## src/rtl/fdc_rate_status.sv

```systemverilog
module fdc_rate_status #(
  parameter int ADDR_W = 3,
  parameter logic [ADDR_W-1:0] PORT_ADDR = 3'h7
) (
  input  logic              clk,
  input  logic              hw_rst_n,
  input  logic              sw_rst,
  input  logic [ADDR_W-1:0] io_addr,
  input  logic              rd_stb,
  input  logic              wr_stb,
  input  logic [7:0]        wdata,
  output logic [7:0]        rdata,
  input  logic              disk_chg_pin,
  input  logic              force_chg,
  input  logic              dma_en,
  input  logic              mode_m30,
  output logic [1:0]        rate_code
);
  localparam logic [1:0] RATE_250K = 2'b10;

  logic       hit, wr_ok, rd_ok;
  logic [1:0] rate_q;
  logic       noprec_q;
  logic       pin_s1, pin_s2;
  logic       chg_bit, dens;
  logic [7:0] ps2_view, m30_view;

  assign hit   = (io_addr == PORT_ADDR);
  assign wr_ok = wr_stb && hit && !sw_rst;
  assign rd_ok = rd_stb && hit;

  always_ff @(posedge clk or negedge hw_rst_n)
    if (!hw_rst_n) begin
      rate_q   <= RATE_250K;
      noprec_q <= 1'b0;
    end else if (wr_ok) begin
      rate_q   <= wdata[1:0];
      noprec_q <= wdata[2];
    end

  always_ff @(posedge clk or negedge hw_rst_n)
    if (!hw_rst_n) begin
      pin_s1 <= 1'b0;
      pin_s2 <= 1'b0;
    end else begin
      pin_s1 <= disk_chg_pin;
      pin_s2 <= pin_s1;
    end

  assign chg_bit   = force_chg | ~pin_s2;
  assign dens      = rate_q[1] ^ rate_q[0];
  assign ps2_view  = {chg_bit, 4'b1111, rate_q, dens};
  assign m30_view  = {chg_bit, 3'b000, dma_en, noprec_q, rate_q};
  assign rdata     = rd_ok ? (mode_m30 ? m30_view : ps2_view) : 8'h00;
  assign rate_code = rate_q;

  p_ps2_layout_r4: assert property (@(posedge clk) disable iff (!hw_rst_n)
    (rd_ok && !mode_m30) |-> (rdata[6:3] == 4'hF && rdata[2:1] == rate_code));
  p_m30_layout_r5: assert property (@(posedge clk) disable iff (!hw_rst_n)
    (rd_ok && mode_m30) |-> (rdata[6:4] == 3'b000 && rdata[3] == dma_en && rdata[1:0] == rate_code));
  p_idle_bus_r7: assert property (@(posedge clk) disable iff (!hw_rst_n)
    !rd_ok |-> (rdata == 8'h00));
  p_rate_hold_r3: assert property (@(posedge clk) disable iff (!hw_rst_n)
    !(wr_stb && hit && !sw_rst) |=> $stable(rate_code));
  p_write_lands_r2: assert property (@(posedge clk) disable iff (!hw_rst_n)
    (wr_stb && hit && !sw_rst) |=> (rate_code == $past(wdata[1:0])));
  p_force_wins_r6: assert property (@(posedge clk) disable iff (!hw_rst_n)
    (rd_ok && force_chg) |-> rdata[7]);
endmodule

```

## config.mk

```make
export PLATFORM = sky130hd
export DESIGN_NAME = fdc_rate_status
export DESIGN_NICKNAME = d
export VERILOG_FILES = /design/src/rtl/fdc_rate_status.sv
export SDC_FILE = /design/constraint.sdc
export NUM_CORES = 1
export LEC_CHECK = 0
export BUFFER_PORTS_ARGS = -buffer_cell sky130_fd_sc_hd__buf_4
export CAP_MARGIN = 20
export CORE_AREA = 2 2 39 41
export DETAILED_ROUTE_END_ITERATION = 10
export DIE_AREA = 0 0 41 43
export GPL_ROUTABILITY_DRIVEN = 0
export GPL_TIMING_DRIVEN = 0
export PLACE_DENSITY = 0.62
export SYNTH_ARGS = -nofsm -noshare
export SYNTH_HDL_FRONTEND = slang
export SYNTH_SLANG_ARGS = --single-unit
```

## constraint.sdc

```tcl
create_clock -name clk -period 0.9 [get_ports clk]
set_input_delay 0.09 -clock clk [delete_from_list [all_inputs] [get_ports clk]]
set_output_delay 0.09 -clock clk [all_outputs]
set_load 0.005 [all_outputs]
```

# == Word-level counts from Yosys, hierarchy flattened ==
# Index checks and enable logic that the tools add are counted.
# totals
ff_bits,5
wordCells,14
# classes
n_reduce_logical,4
n_mux,2
bitwise_logic,3
eq_ne,1
# op_table
operator,count
two-way mux 8 bit,1
two-way mux 7 bit,1
"== test 3 bit, second input constant",1
logical AND 1 bit,3
zero test 1 bit,1
inverter 1 bit,1
OR 1 bit,1
XOR 1 bit,1

# == Depth between registers and ports, before layout ==
# Gate-level depths: netlist of the first run.
# depth
depth_word,3
depth_mapped,3

# == Least setup slack after synthesis of the first run ==
# Ideal clock, no wire load.
# synth_timing
kind,register to output
from,register rate_q[1] (netlist: rate_code[1])
to,output port rdata[0]
setup_slack_ns,-0.089
path_stages_with_launch,4
required_ns,0.810
t_arrival_ns,0.899
path_buffers,0
path_cell_list,dfstp_2 nor2b_1 xnor2_1 nor2_1
# synth_via
elab_chain_len,3
# synth_rtl
element,line,text
start: declaration,22,logic [1:0] rate_q;
start signal: assignment,37,rate_q <= wdata[1:0];
XOR 1 bit,51,assign dens = rate_q[1] ^ rate_q[0];
two-way mux 7 bit,54,assign rdata = rd_ok ? (mode_m30 ? m30_view : ps2_view) : 8'h00;
two-way mux 8 bit,54,
end: declaration,12,"output logic [7:0] rdata,"
# No other way between the ends.

# == Worst setup path after layout of the first run ==
# Same ends and word-level chain as after synthesis.

==> results.txt, run 1 <==
STA classifies the critical path endpoint as an output port. The area growth from synthesis to layout is 116.5%. The critical path arrival was 1210 ps; the warning count from the yosys run was 0. In the finished design, the share of the clock period the worst path needs comes to 144.0%.

For the wire length after detailed routing, the log shows 656 um. Setup violations remaining at the end of the flow were counted as 5. The kind of start point of the critical path was a flip-flop.

The overall die width works out to 41 um. The run gives 0 as the count of final hold-check violations. Sequential elements use 46.33% of the synthesized area. Clock-pin slew was measured on the worst setup and hold paths at 40 ps.

After synthesis the netlist holds a flip-flop and latch count of 5. Clock tree synthesis inserted a total of 3 buffers. When the netlist entered floorplanning its net count stood at 45. The final reports fail on setup timing. The setup check on the worst reg-to-reg path leaves a slack of 60 ps. For this run, design rule violations remaining after detail routing come to 0. The worst register-to-register path ends at rate_code[1].

The post-route worst setup slack came out at -395.7 ps. Prior to clock tree synthesis, the placed netlist has a worst setup slack of -182.8 ps. Counting I/O delays and the setup requirement, the final critical path takes 1296 ps.

The worst hold path class is input pin to flip-flop. In this run the deepest clock path goes through 2 buffers. Input and output buffers added on the ports amount to 24. The run gives 0.9233 mV as the worst supply voltage drop on vdd. The number of antenna violations at the first check in global routing came out at 0. The number of antenna cells inserted came out at 0. For the final total power, the log shows 0.7980 mW.

For this run, the number of standard cells in the final layout without fillers is 75. For the max-slew violation count, the log shows 0. End of the worst hold path: rate_code[0].

The count of nets left with antenna violations once routing finished came out at 0. The critical path is of the flip-flop to output port type. The via total after detailed routing was 293. Along the worst hold path, the cell count comes to 2. The vertical extent of the die is 43 um, and the placeable core region is 0.001384 mm2. The tools report the wire length of the first global-routing pass as 972 um.

The startpoint identified for the worst hold timing path is wdata[0]. Clock latency of the later-clocked register in the worst-skew pair: 230 ps. The number of global-route vias before repair was 272; the highest net fanout along the worst path was 2. In this run the tightest slew margin relative to its limit is 85.92%.

The detailed router finished its first iteration with 0 violations. Dividing the detail-routed wire length by the instance count gives 8.747 um. The tools report the instance count of the mapped netlist as 25. For this run the aggregate overflow at the end of global routing stands at 0. The number of cells on the worst reg-to-reg path is 2.

Global routing used 8.493% of the available tracks across all layers. The post-synthesis area per instance is 10.91 um2, and the setup skew after layout is 0.01457 ps. The mapped netlist covers 272.8 um2. Number of nets in the layout: 80. The top cell family by delay on the critical path was flip-flops.

Across the run, the number of max-cap violations was 0. The run gives 810 ps as the required time of the worst setup path. In this run the critical register-to-register path is launched from rate_code[1]. For this run, the slowest stage of the critical path takes 530 ps. Setup repair after global routing could not meet its margin everywhere. Clock tree synthesis selected as its root buffer the cell sky130_fd_sc_hd__clkbuf_4. The initialized floorplan defines 14 standard-cell rows. The total power per unit cell area came out at 1351 mW/mm2.

The flow ran to the end, but the final reports show violations. 30 I/O pins were placed. Derived from the worst setup path, the maximum achievable clock frequency is 771.8 MHz. Measured on the finished design, the core utilization comes to 42.68%. The static leakage was 0.2970 nW; the final hold slack was 67.53 ps. Depth of the CTS H-tree: 1. Traced cell by cell, the critical path runs through nor2b_4 > xnor2_2 > nor2_1 > buf_4.

The die outline area is 0.001763 mm2, and the fraction of final layout cells with drive strength greater than 1 is 71.19%. For the maximum number of pins on one net before global-route repair, the log shows 6. The sum of net half-perimeters after detailed placement is 527.4 um, and the starting density of the core is 19.71%. The distinct cell type count after synthesis is 13, and the CTS sink count is 5.

TritonCTS built the clock tree. The count of buffering cells on the critical path with inverters included came out at 1. For the pin with the worst max-slew slack, the measured transition is 210.6 ps.

The first-pass detailed-route iteration total was 1; the cell count after placement was 65. The slowest stage of the critical path is the sky130_fd_sc_hd__dfstp_2 cell. The per-cell via count in the routed design was 3.907.
-- flip-flops by register name (all words and copies together), names as in the netlist --
signal,count
rate_code,2
noprec_q,1
pin_s1,1
pin_s2,1
-- cells by family after synthesis --
kind of cell / after synthesis / share of synthesized area (%)
mux: 4 / 16.05
flops: 5 / 46.33
simple gates: 8 / 20.64
compound gates: 3 / 5.503
xor+xnor: 1 / 3.212
buf+inv: 4 / 8.256
-- worst register-to-register path, delay by kind of cell (launching register included) --
family | cells | cell delay [ps]
flip-flops | 1 | 360
buffers and inverters | 1 | 130
multiplexers | 1 | 270
-- stage by stage --
step	setup TNS (ps)	cell area, um2
after floorplan	-44.11	280.3
after global placement	-618.4	480.5
after detailed placement	-676.9	480.5
after CTS	-1317	551.8
after global routing	-1548	590.6
final	-1256	590.6
-- area by class of cell --
type,instances,area [um2]
buffer,2,15.01
clock buffer,4,26.28
fill,136,793.3
inverter,2,7.507
multi-input combinational,16,148.9
sequential,5,127.6
tap,16,20.02
timing repair buffer,30,245.2
-- cells in the mapped netlist, drive strengths merged --
master,n,area share (%)
inv,2,2.8
nand4,1,2.3
nor2b,1,2.3
a21oi,3,5.5
buf,2,5.5
dfstp,1,9.6
nor2,4,5.5
nand3,1,3.7
dfrtp,4,37
mux2i,1,3.7
xnor2,1,3.2
mux2,3,12
nor3b,1,6.9
-- layout by cell type (no fill, tap or decap) --
cell type	instances
sky130_fd_sc_hd__dfrtp_2	1
sky130_fd_sc_hd__nor2b_4	1
sky130_fd_sc_hd__dfrtp_1	3
sky130_fd_sc_hd__a21oi_2	2
sky130_fd_sc_hd__dfstp_2	1
sky130_fd_sc_hd__inv_1	2
sky130_fd_sc_hd__mux2i_1	1
sky130_fd_sc_hd__a21oi_1	1
sky130_fd_sc_hd__buf_6	4
sky130_fd_sc_hd__nor3b_4	1
sky130_fd_sc_hd__mux2_1	3
sky130_fd_sc_hd__clkbuf_4	3
sky130_fd_sc_hd__nand3_2	1
sky130_fd_sc_hd__buf_4	26
sky130_fd_sc_hd__xnor2_2	1
sky130_fd_sc_hd__nor2_2	1
sky130_fd_sc_hd__nor2_1	3
sky130_fd_sc_hd__nand4_1	1
sky130_fd_sc_hd__clkbuf_1	1
sky130_fd_sc_hd__dlygate4sd3_1	2
-- per-layer routing --
| layer | GRT usage [%] | routed length, um |
|---|---|---|
| met2 | 13.44 | 328 |
| met4 | 6.000 | 0 |
| met3 | 4.712 | 86 |
| met5 | 0 | 0 |
| met1 | 7.566 | 241 |
-- report_power, final --
part	leakage, nW	internal, mW	switching [mW]
combinational	0.225	0.170	0.0740
clock	0.0150	0.167	0.0847
sequential	0.0572	0.272	0.0305
-- what timing repair did --
item | in CTS | in global routing
buffers inserted | 3 | 1
resized for setup | 1 | 8
setup endpoints to repair | 7 | 9
pin swaps | 2 | 2
hold endpoints to repair | 6 | 0
gates cloned | 0 | 0
hold buffers | 2 | 0
-- how the worst max path moves through the flow --
stage                             from  depth (start not counted)  endpoint  slack [ps]
after floorplan           rate_code[1]                          3  rdata[0]         -40
after global placement    rate_code[1]                          4  rdata[0]        -180
after detailed placement  rate_code[1]                          4  rdata[0]        -180
after CTS                 rate_code[1]                          4  rdata[0]        -410
after global routing      rate_code[1]                          4  rdata[0]        -450
final                     rate_code[1]                          4  rdata[0]        -400
Note: power is estimated with default switching activity, not from simulation.
==> run 2, diff against run 1 <==
--- a/config.mk
+++ b/config.mk
@@ -5,6 +5,7 @@
 export SDC_FILE = /design/constraint.sdc
 export NUM_CORES = 1
 export LEC_CHECK = 0
+export ABC_AREA = 1
 export BUFFER_PORTS_ARGS = -buffer_cell sky130_fd_sc_hd__buf_4
 export CAP_MARGIN = 20
 export CORE_AREA = 2 2 39 41
@@ -12,7 +13,7 @@
 export DIE_AREA = 0 0 41 43
 export GPL_ROUTABILITY_DRIVEN = 0
 export GPL_TIMING_DRIVEN = 0
-export PLACE_DENSITY = 0.62
+export PLACE_DENSITY = 0.66
 export SYNTH_ARGS = -nofsm -noshare
 export SYNTH_HDL_FRONTEND = slang
 export SYNTH_SLANG_ARGS = --single-unit
==> run 2 against run 1 <==
- the flow still finishes with violations (setup timing)
- non-clock buffer count unchanged
- synthesized cell count up 76%
- clock skew about the same
- count of clock-buffer cells in the layout unchanged
- core utilization up 1.8 points
- register-to-register slack worse by 190 ps
- routed wire length up 15%
- maximum frequency up 3.3%
- final cell count up 25%
- total power up 8.0%
- critical path type unchanged
==> results.txt, run 2 <==
The run finished, with violations left. The final reports fail on setup timing. In the layout the commonest cells are 28 x sky130_fd_sc_hd__buf_4, 9 x sky130_fd_sc_hd__nor2_1, 6 x sky130_fd_sc_hd__inv_1, 6 x sky130_fd_sc_hd__nand2_1, 5 x sky130_fd_sc_hd__nand3_1. The critical path arrival was 1160 ps.

Summing all flip-flop and latch instances after layout gives 126.4 um2. For the max-slew violation count, the log shows 0. In this run, synthesis inferred 0 flip-flops with an integrated enable. TritonCTS built the clock tree. The clock passes through at most 2 buffers. At the pin with the least slew margin, the transition time is 180.9 ps.

The share of synthesized area in the top cell type comes to 30.42%. The worst-case headroom to the max-slew limit is 87.90%. The layout has 152 filler cells. Summed over all failing endpoints, the final setup total negative slack is -1513 ps. In this run the clock root is driven by a sky130_fd_sc_hd__clkbuf_4.

For the die outline area, the log shows 0.001763 mm2. The run gives 1 as the depth of the CTS H-tree. In this run the remaining antenna-violating nets after routing total 0. The first routing iteration left 3 violations. The logs give 160.2 um2 for the area of combinational cells with multiple inputs and 0 for the warning count from the yosys run. The library cell used most frequently in the layout, excluding fill and tap cells, is sky130_fd_sc_hd__buf_4. The run gives 64 as the post-synth net total.

The placeable core region came out at 0.001384 mm2. Among all cell types in the netlist, the one instantiated most often is sky130_fd_sc_hd__nor2_1. The count of final hold-check violations came out at 0. The critical path goes through buf_4 > a21oi_1 > nor2_1 > buf_4. Derived from the worst setup path, the maximum achievable clock frequency is 797.4 MHz. After synthesis, the cell types taking the most area are sky130_fd_sc_hd__dfrtp_1 30%, sky130_fd_sc_hd__nor2_1 10%, sky130_fd_sc_hd__dfstp_2 8.0%. Sequential fraction of the synthesis area: 38.40%. For the first-pass detailed-route iteration total, the log shows 2.

In this design, the critical path's most frequently occurring cell is sky130_fd_sc_hd__buf_4. The count of buffering cells on the critical path with inverters included came out at 2. The floorplan step set the die width to 41 um. The number of I/O port buffers is 24, and the vertical extent of the die is 43 um. The largest individual stage delay along the critical path comes from the cell sky130_fd_sc_hd__dfstp_2.

In this design, the stage delay of the slowest critical-path cell is 550 ps. The run gives -354.1 ps as the post-route worst setup slack. The starting density of the core was 23.78%. After global routing the overflow that remains totals 0.

STA classifies the critical path endpoint as an output port. Synthesis instantiated 14 different standard cells from the library. The worst path needs 1254 ps of the cycle, external delays included. The register with the most flip-flops in the layout has 2 of them. Required time of the worst setup path: 810 ps. Counting instances in the post-synthesis netlist gives the leading cell types as 9 x sky130_fd_sc_hd__nor2_1, 7 x sky130_fd_sc_hd__nand2_1, 6 x sky130_fd_sc_hd__inv_1.

The run gives 626.5 um as the sum of net half-perimeters after detailed placement. After clock tree synthesis, the clock-pin slew on the worst setup and hold paths is 40 ps. sky130_fd_sc_hd__dfrtp_1 takes more of the synthesized area than any other cell. For the worst-skew pair, the clock arrives at the later sink with an insertion delay of 230 ps. Broken down by cell family, the worst path's largest delay share belongs to flip-flops.

The number of buffers added by the clock tree synthesis step was 3; the post-detailed-route wirelength per cell was 8.053 um. The clock arrives with 0.009187 ps of skew. Boundary pin count: 30.

After detailed routing, the total wire length is 757 um. Setup repair after global routing could not meet its margin everywhere. The logs give 44.48% for the fraction of the core area covered by cells at the end of the flow and 366 for the via total after detailed routing. The area growth from synthesis to final layout works out to 87.07%. 0 antenna diodes ended up in the layout.

Total of max-cap violations: 0. The maximum number of pins on one net before global-route repair is 7, and the total power per unit cell area is 1400 mW/mm2. The tools report the number of antenna violations at the first check in global routing as 0.

For the count of final setup violators, the log shows 8. The path class of the tightest hold or removal check is input pin to flip-flop. The proportion of register bits with asynchronous set or reset after synthesis was 100.0%; the CTS sink count was 5. STA classifies the critical path startpoint as a flip-flop. The synthesized design contains 5 register bits. Summing every instance area after synthesis gives 329.1 um2. The wire length of the first global-routing pass came out at 1255 um. The average instance in the mapped netlist occupies 7.479 um2. Summed over all cells, the static leakage comes to 0.3573 nW. The per-cell via count in the routed design was 3.894; the worst supply voltage drop on vdd was 0.7008 mV.

The post-route netlist has 51.28% of its cells at a drive strength greater than 1. Of all nets on the critical path, the largest fanout is 4. In the routed design, unresolved DRC markers number 0. The number of global-route vias before repair was 345; the number of nets in the layout was 99.

The tools report the number of rows created at floorplan as 14. Synthesis produced 44 cells. The most frequently used flop master after synthesis was sky130_fd_sc_hd__dfrtp_1. The ratio of final minimum period to clock period is 139.3%. The critical path start-end classification is flip-flop to output port.

The run gives 10.11% as the overall routing resource usage.
[run 2: cell families after synthesis]
kind of cell	after synthesis	share of synthesized area, %
and+or+nand+nor	24	37.26
buffers and inverters	10	13.69
DFF	5	38.41
AOI/OAI and AO/OA	5	10.65
[run 2: what timing repair did]
| action | CTS | global route |
|---|---|---|
| buffers inserted | 2 | 2 |
| gates cloned | 0 | 0 |
| hold buffers | 2 | 0 |
| pin swaps | 2 | 2 |
| endpoints found under the setup margin | 7 | 9 |
| hold endpoints to repair | 6 | 0 |
| resized for setup | 2 | 1 |
[run 2: path summary, 6_finish.rpt]
kind,depth (start not counted),slack [ps],endpoint,from
setup / recovery,4,-350,rdata[1],rate_code[1]
max in group asynchronous,2,510,rate_code[1],hw_rst_n
setup reg to reg,5,-130,rate_code[1],rate_code[1]
hold / removal,3,90,rate_code[1],wdata[1]
min in group asynchronous,2,200,pin_s1,hw_rst_n
hold reg to reg,0,340,pin_s2,pin_s1
[run 2: routing by layer]
layer / part of all wire, % / wire length (um) / GRT usage [%] / up-vias
met5: 0 / 0 / 0 / -
met1: 38 / 288 / 10.20 / 149
met3: 10 / 77 / 1.571 / 0
li1: - / - / - / 202
met4: 0 / 0 / 4.000 / 0
met2: 52 / 391 / 18.75 / 15
[run 2: cell type report]
| class | instances | area share, % |
|---|---|---|
| multi-input combinational | 29 | 26.02 |
| inverter | 8 | 4.878 |
| tap | 16 | 3.252 |
| buffer | 2 | 2.439 |
| clock buffer | 4 | 4.268 |
| timing repair buffer | 30 | 38.62 |
| sequential | 5 | 20.53 |
[run 2: worst reg2reg max path, cell delays in order (launching register included)]
cell,delay (ps)
sky130_fd_sc_hd__dfstp_2,550
sky130_fd_sc_hd__buf_4,110
sky130_fd_sc_hd__buf_6,70
sky130_fd_sc_hd__inv_1,20
sky130_fd_sc_hd__o21bai_1,140
sky130_fd_sc_hd__nand2_1,70
[run 2: per-stage QoR]
step           hold WS [ps]  total power [mW]  cells  setup slack [ps]  instance area, um2
6_report              89.12            0.8619     94            -354.1               615.6
5_1_grt               93.74            0.9388     94            -426.5               615.6
4_1_cts               88.07            0.8385     92            -352.8               596.8
3_5_place_dp         -106.8            0.5358     84            -113.1               529.3
3_3_place_gp         -108.5            0.5303     84            -110.3               529.3
2_1_floorplan        -205.6            0.4105     44             5.424               329.1
[run 2: power breakdown]
part,switching (mW),total [mW],internal (mW),leakage [nW]
logic,0.125,0.324,0.199,0.285
registers,0.0243,0.295,0.271,0.0576
clock network,0.0758,0.242,0.167,0.0150
total,0.225,0.862,0.637,0.357
==> run 3, diff against run 2 <==
--- a/config.mk
+++ b/config.mk
@@ -14,6 +14,7 @@
 export GPL_ROUTABILITY_DRIVEN = 0
 export GPL_TIMING_DRIVEN = 0
 export PLACE_DENSITY = 0.66
+export REMOVE_ABC_BUFFERS = 1
 export SYNTH_ARGS = -nofsm -noshare
 export SYNTH_HDL_FRONTEND = slang
 export SYNTH_SLANG_ARGS = --single-unit
==> run 3 against run 2 <==
- the run still ends with setup timing left
- total power increased by 0.65%
- clock power increased by 4%
- sequential cell count unchanged
- final cell count decreased by 2.1%
- final area decreased by 2.4%
- global-route usage increased by 1.0 points
- via count decreased by 1.9%
- die area unchanged
- register-to-register slack improved by 60 ps
- critical path type unchanged
- critical endpoint is now rdata[2]
- largest power group unchanged
==> results.txt, run 3 (same netlist as run 2, synthesis figures left out) <==
The run finished, with violations left. The final reports fail on setup timing. The CTS sink count came out at 5. After the last flow step, the layout net total stands at 97. Setup repair after global routing could not meet its margin everywhere. Residual overflow from global routing: 0. The critical path goes through nand2_2 > o21a_1 > nor2_1 > buf_4. For the placed instance area, the log shows 514.2 um2. Across the VDD grid, the largest voltage drop is 0.6230 mV.

For the number of global-route vias before repair, the log shows 320. The smallest clock period supported by the final layout is computed as 1256 ps. Cells with a size suffix above 1 make up 50.00% of the layout.

The worst pin sits at a relative slew slack of 88.84%. The run gives 34.4% as the share of power burned in registers. Prior to clock tree synthesis, the placed netlist has a worst setup slack of -119.8 ps. The largest single stage delay on the critical path is 560 ps. The number of design rule violations left after detail routing came out at 0.

The detailed router placed 359 vias in this run. The total of fill cells in the finished design is 159. After detailed routing, the average wire length per cell comes to 8.576 um. The switching fraction of total power is 26.87%, and the wire length of the first global-routing pass is 1297 um. The tools report the count of nets left with antenna violations after detail routing as 0. Required time of the worst setup path: 810 ps. Dividing total power by cell area gives a power density of 1444 mW/mm2. The overall die width came out at 41 um.

The final critical path takes up 139.5% of the cycle. For this configuration, the core starts out at a cell density of 23.78%. Including well taps, the total number of placed cells is 82.

Setup violations remaining at the end of the flow were counted as 6. Cells fill 43.40% of the core in the end. STA classifies the critical path startpoint as a flip-flop. The first-pass detailed-route iteration total was 1. The number of rows created at floorplan came out at 14.

The reported net switching power is 0.2331 mW, and the clock latency of the later-clocked register in the worst-skew pair is 230 ps. Summed over all layers, the routed wires come to 789 um. Per report_power, the combinational group accounts for 36.6% of the total. In this run, the number of DRC markers left after iteration 0 of detailed routing was 0. The count of final hold-check violations is 0, and the area growth from synthesis to final layout is 82.51%. The number of I/O port buffers came out at 24. TritonCTS built the clock tree. At the pin with the least slew margin, the transition time is 166.9 ps.

The wire-length estimate of the detail-placed layout is 646.5 um. The clock network power share is 29.0%. For the internal power consumption, the log shows 0.6344 mW.

The run gives 0 as the total of max-cap violations. The die outline area is 0.001763 mm2. The register with the most flip-flops in the layout has 2 of them.

Setup skew after layout: 0.04138 ps. For the boundary pin count, the log shows 30. The leading cell type in the layout, fill and taps excluded was sky130_fd_sc_hd__buf_4. The tools report the max-slew violation count as 0. Derived from the worst setup path, the maximum achievable clock frequency is 796.3 MHz. The die is 43 um tall. The cell with the biggest individual delay on the critical path is sky130_fd_sc_hd__dfstp_2.

STA classifies the critical path endpoint as an output port. The clock-pin transition on the worst setup and hold timing paths is 50 ps, and the total non-filler cell area in the finished layout is 600.6 um2. Worst hold path class: input pin to flip-flop. The design draws 0.8675 mW. Entering global routing, the biggest net connects 7 pins. The finished layout holds 92 standard cells, fillers aside. In the final layout, the multi-input gates occupy 160.2 um2.

The logs give 3 for the number of buffers added by the clock tree synthesis step and 0 for the number of antenna violations at the first check in global routing. The critical path arrival was 1170 ps; the final hold slack was 85.42 ps. For the depth of the CTS H-tree, the log shows 1. The number of buffers on the longest clock path is 2, and the sequential cell area is 126.4 um2. The library cells used most frequently in the layout, excluding fill and tap cells, are 26 x sky130_fd_sc_hd__buf_4, 9 x sky130_fd_sc_hd__nor2_1, 6 x sky130_fd_sc_hd__inv_1, 6 x sky130_fd_sc_hd__nand2_1, 5 x sky130_fd_sc_hd__nand3_1.

The placeable core region was 0.001384 mm2; the post-route worst setup slack was -355.8 ps. Setup total negative slack on the finished layout was measured at -1419 ps. Of all nets on the critical path, the largest fanout is 5.

For the overall routing resource usage, the log shows 11.11%. 0 antenna diodes ended up in the layout. The static leakage is 0.3469 nW, and the per-cell via count in the routed design is 3.902.

The root buffer cell chosen for the clock tree is sky130_fd_sc_hd__clkbuf_4. The critical path in this run is classified as flip-flop to output port.
## run 3: cell count changes in the layout (fill, tap and decap cells not counted), sizes merged
cell / change
buf: -2
## run 3: routing by layer
layer | track usage (%) | up-vias | wire [um] | share of wire, %
met5 | 0 | - | 0 | 0
met4 | 8.000 | 0 | 0 | 0
met3 | 1.571 | 0 | 73 | 9.3
met2 | 18.75 | 15 | 409 | 52
met1 | 11.48 | 148 | 306 | 39
li1 | - | 196 | - | -
## run 3: area by class of cell
type                    instances  share of cell area [%]
multi-input cells              29                   26.67
inverters                       8                   5.000
repair buffers                 30                   39.58
well taps                      16                   3.333
flip-flops and latches          5                   21.04
clock buffers                   4                   4.375
## run 3: timing repair
action                     4_1_cts  5_1_grt
hold buffers                     2        0
pin swaps                        1        2
resized for setup                3        0
setup endpoints to repair        5        9
hold endpoints to repair         6        0
setup buffers                    3        1
## run 3: path summary, 6_finish.rpt
kind	startpoint	to	slack, ps	cells past startpoint
hold / removal	wdata[2]	noprec_q	90	3
min in group asynchronous	hw_rst_n	rate_code[0]	190	2
setup / recovery	rate_code[1]	rdata[2]	-360	4
setup reg to reg	rate_code[1]	rate_code[1]	-70	4
max in group asynchronous	hw_rst_n	rate_code[1]	510	2
hold reg to reg	pin_s1	pin_s2	340	0
## run 3: power by group through the flow
stage / logic, mW / clock network (mW) / registers (mW)
floorplan: 0.111 / 0 / 0.297
global placement: 0.230 / 0 / 0.298
detailed placement: 0.233 / 0 / 0.301
CTS: 0.307 / 0.259 / 0.298
global route: 0.355 / 0.285 / 0.303
finish: 0.317 / 0.252 / 0.298
## run 3: worst max-delay path: cells and delay by family, from the launching register on
kind | cells | cell delay (ps)
AO/OA/AOI/OAI | 1 | 100
AND/OR/NAND/NOR | 2 | 160
flip-flops | 1 | 560
buffers and inverters | 1 | 110
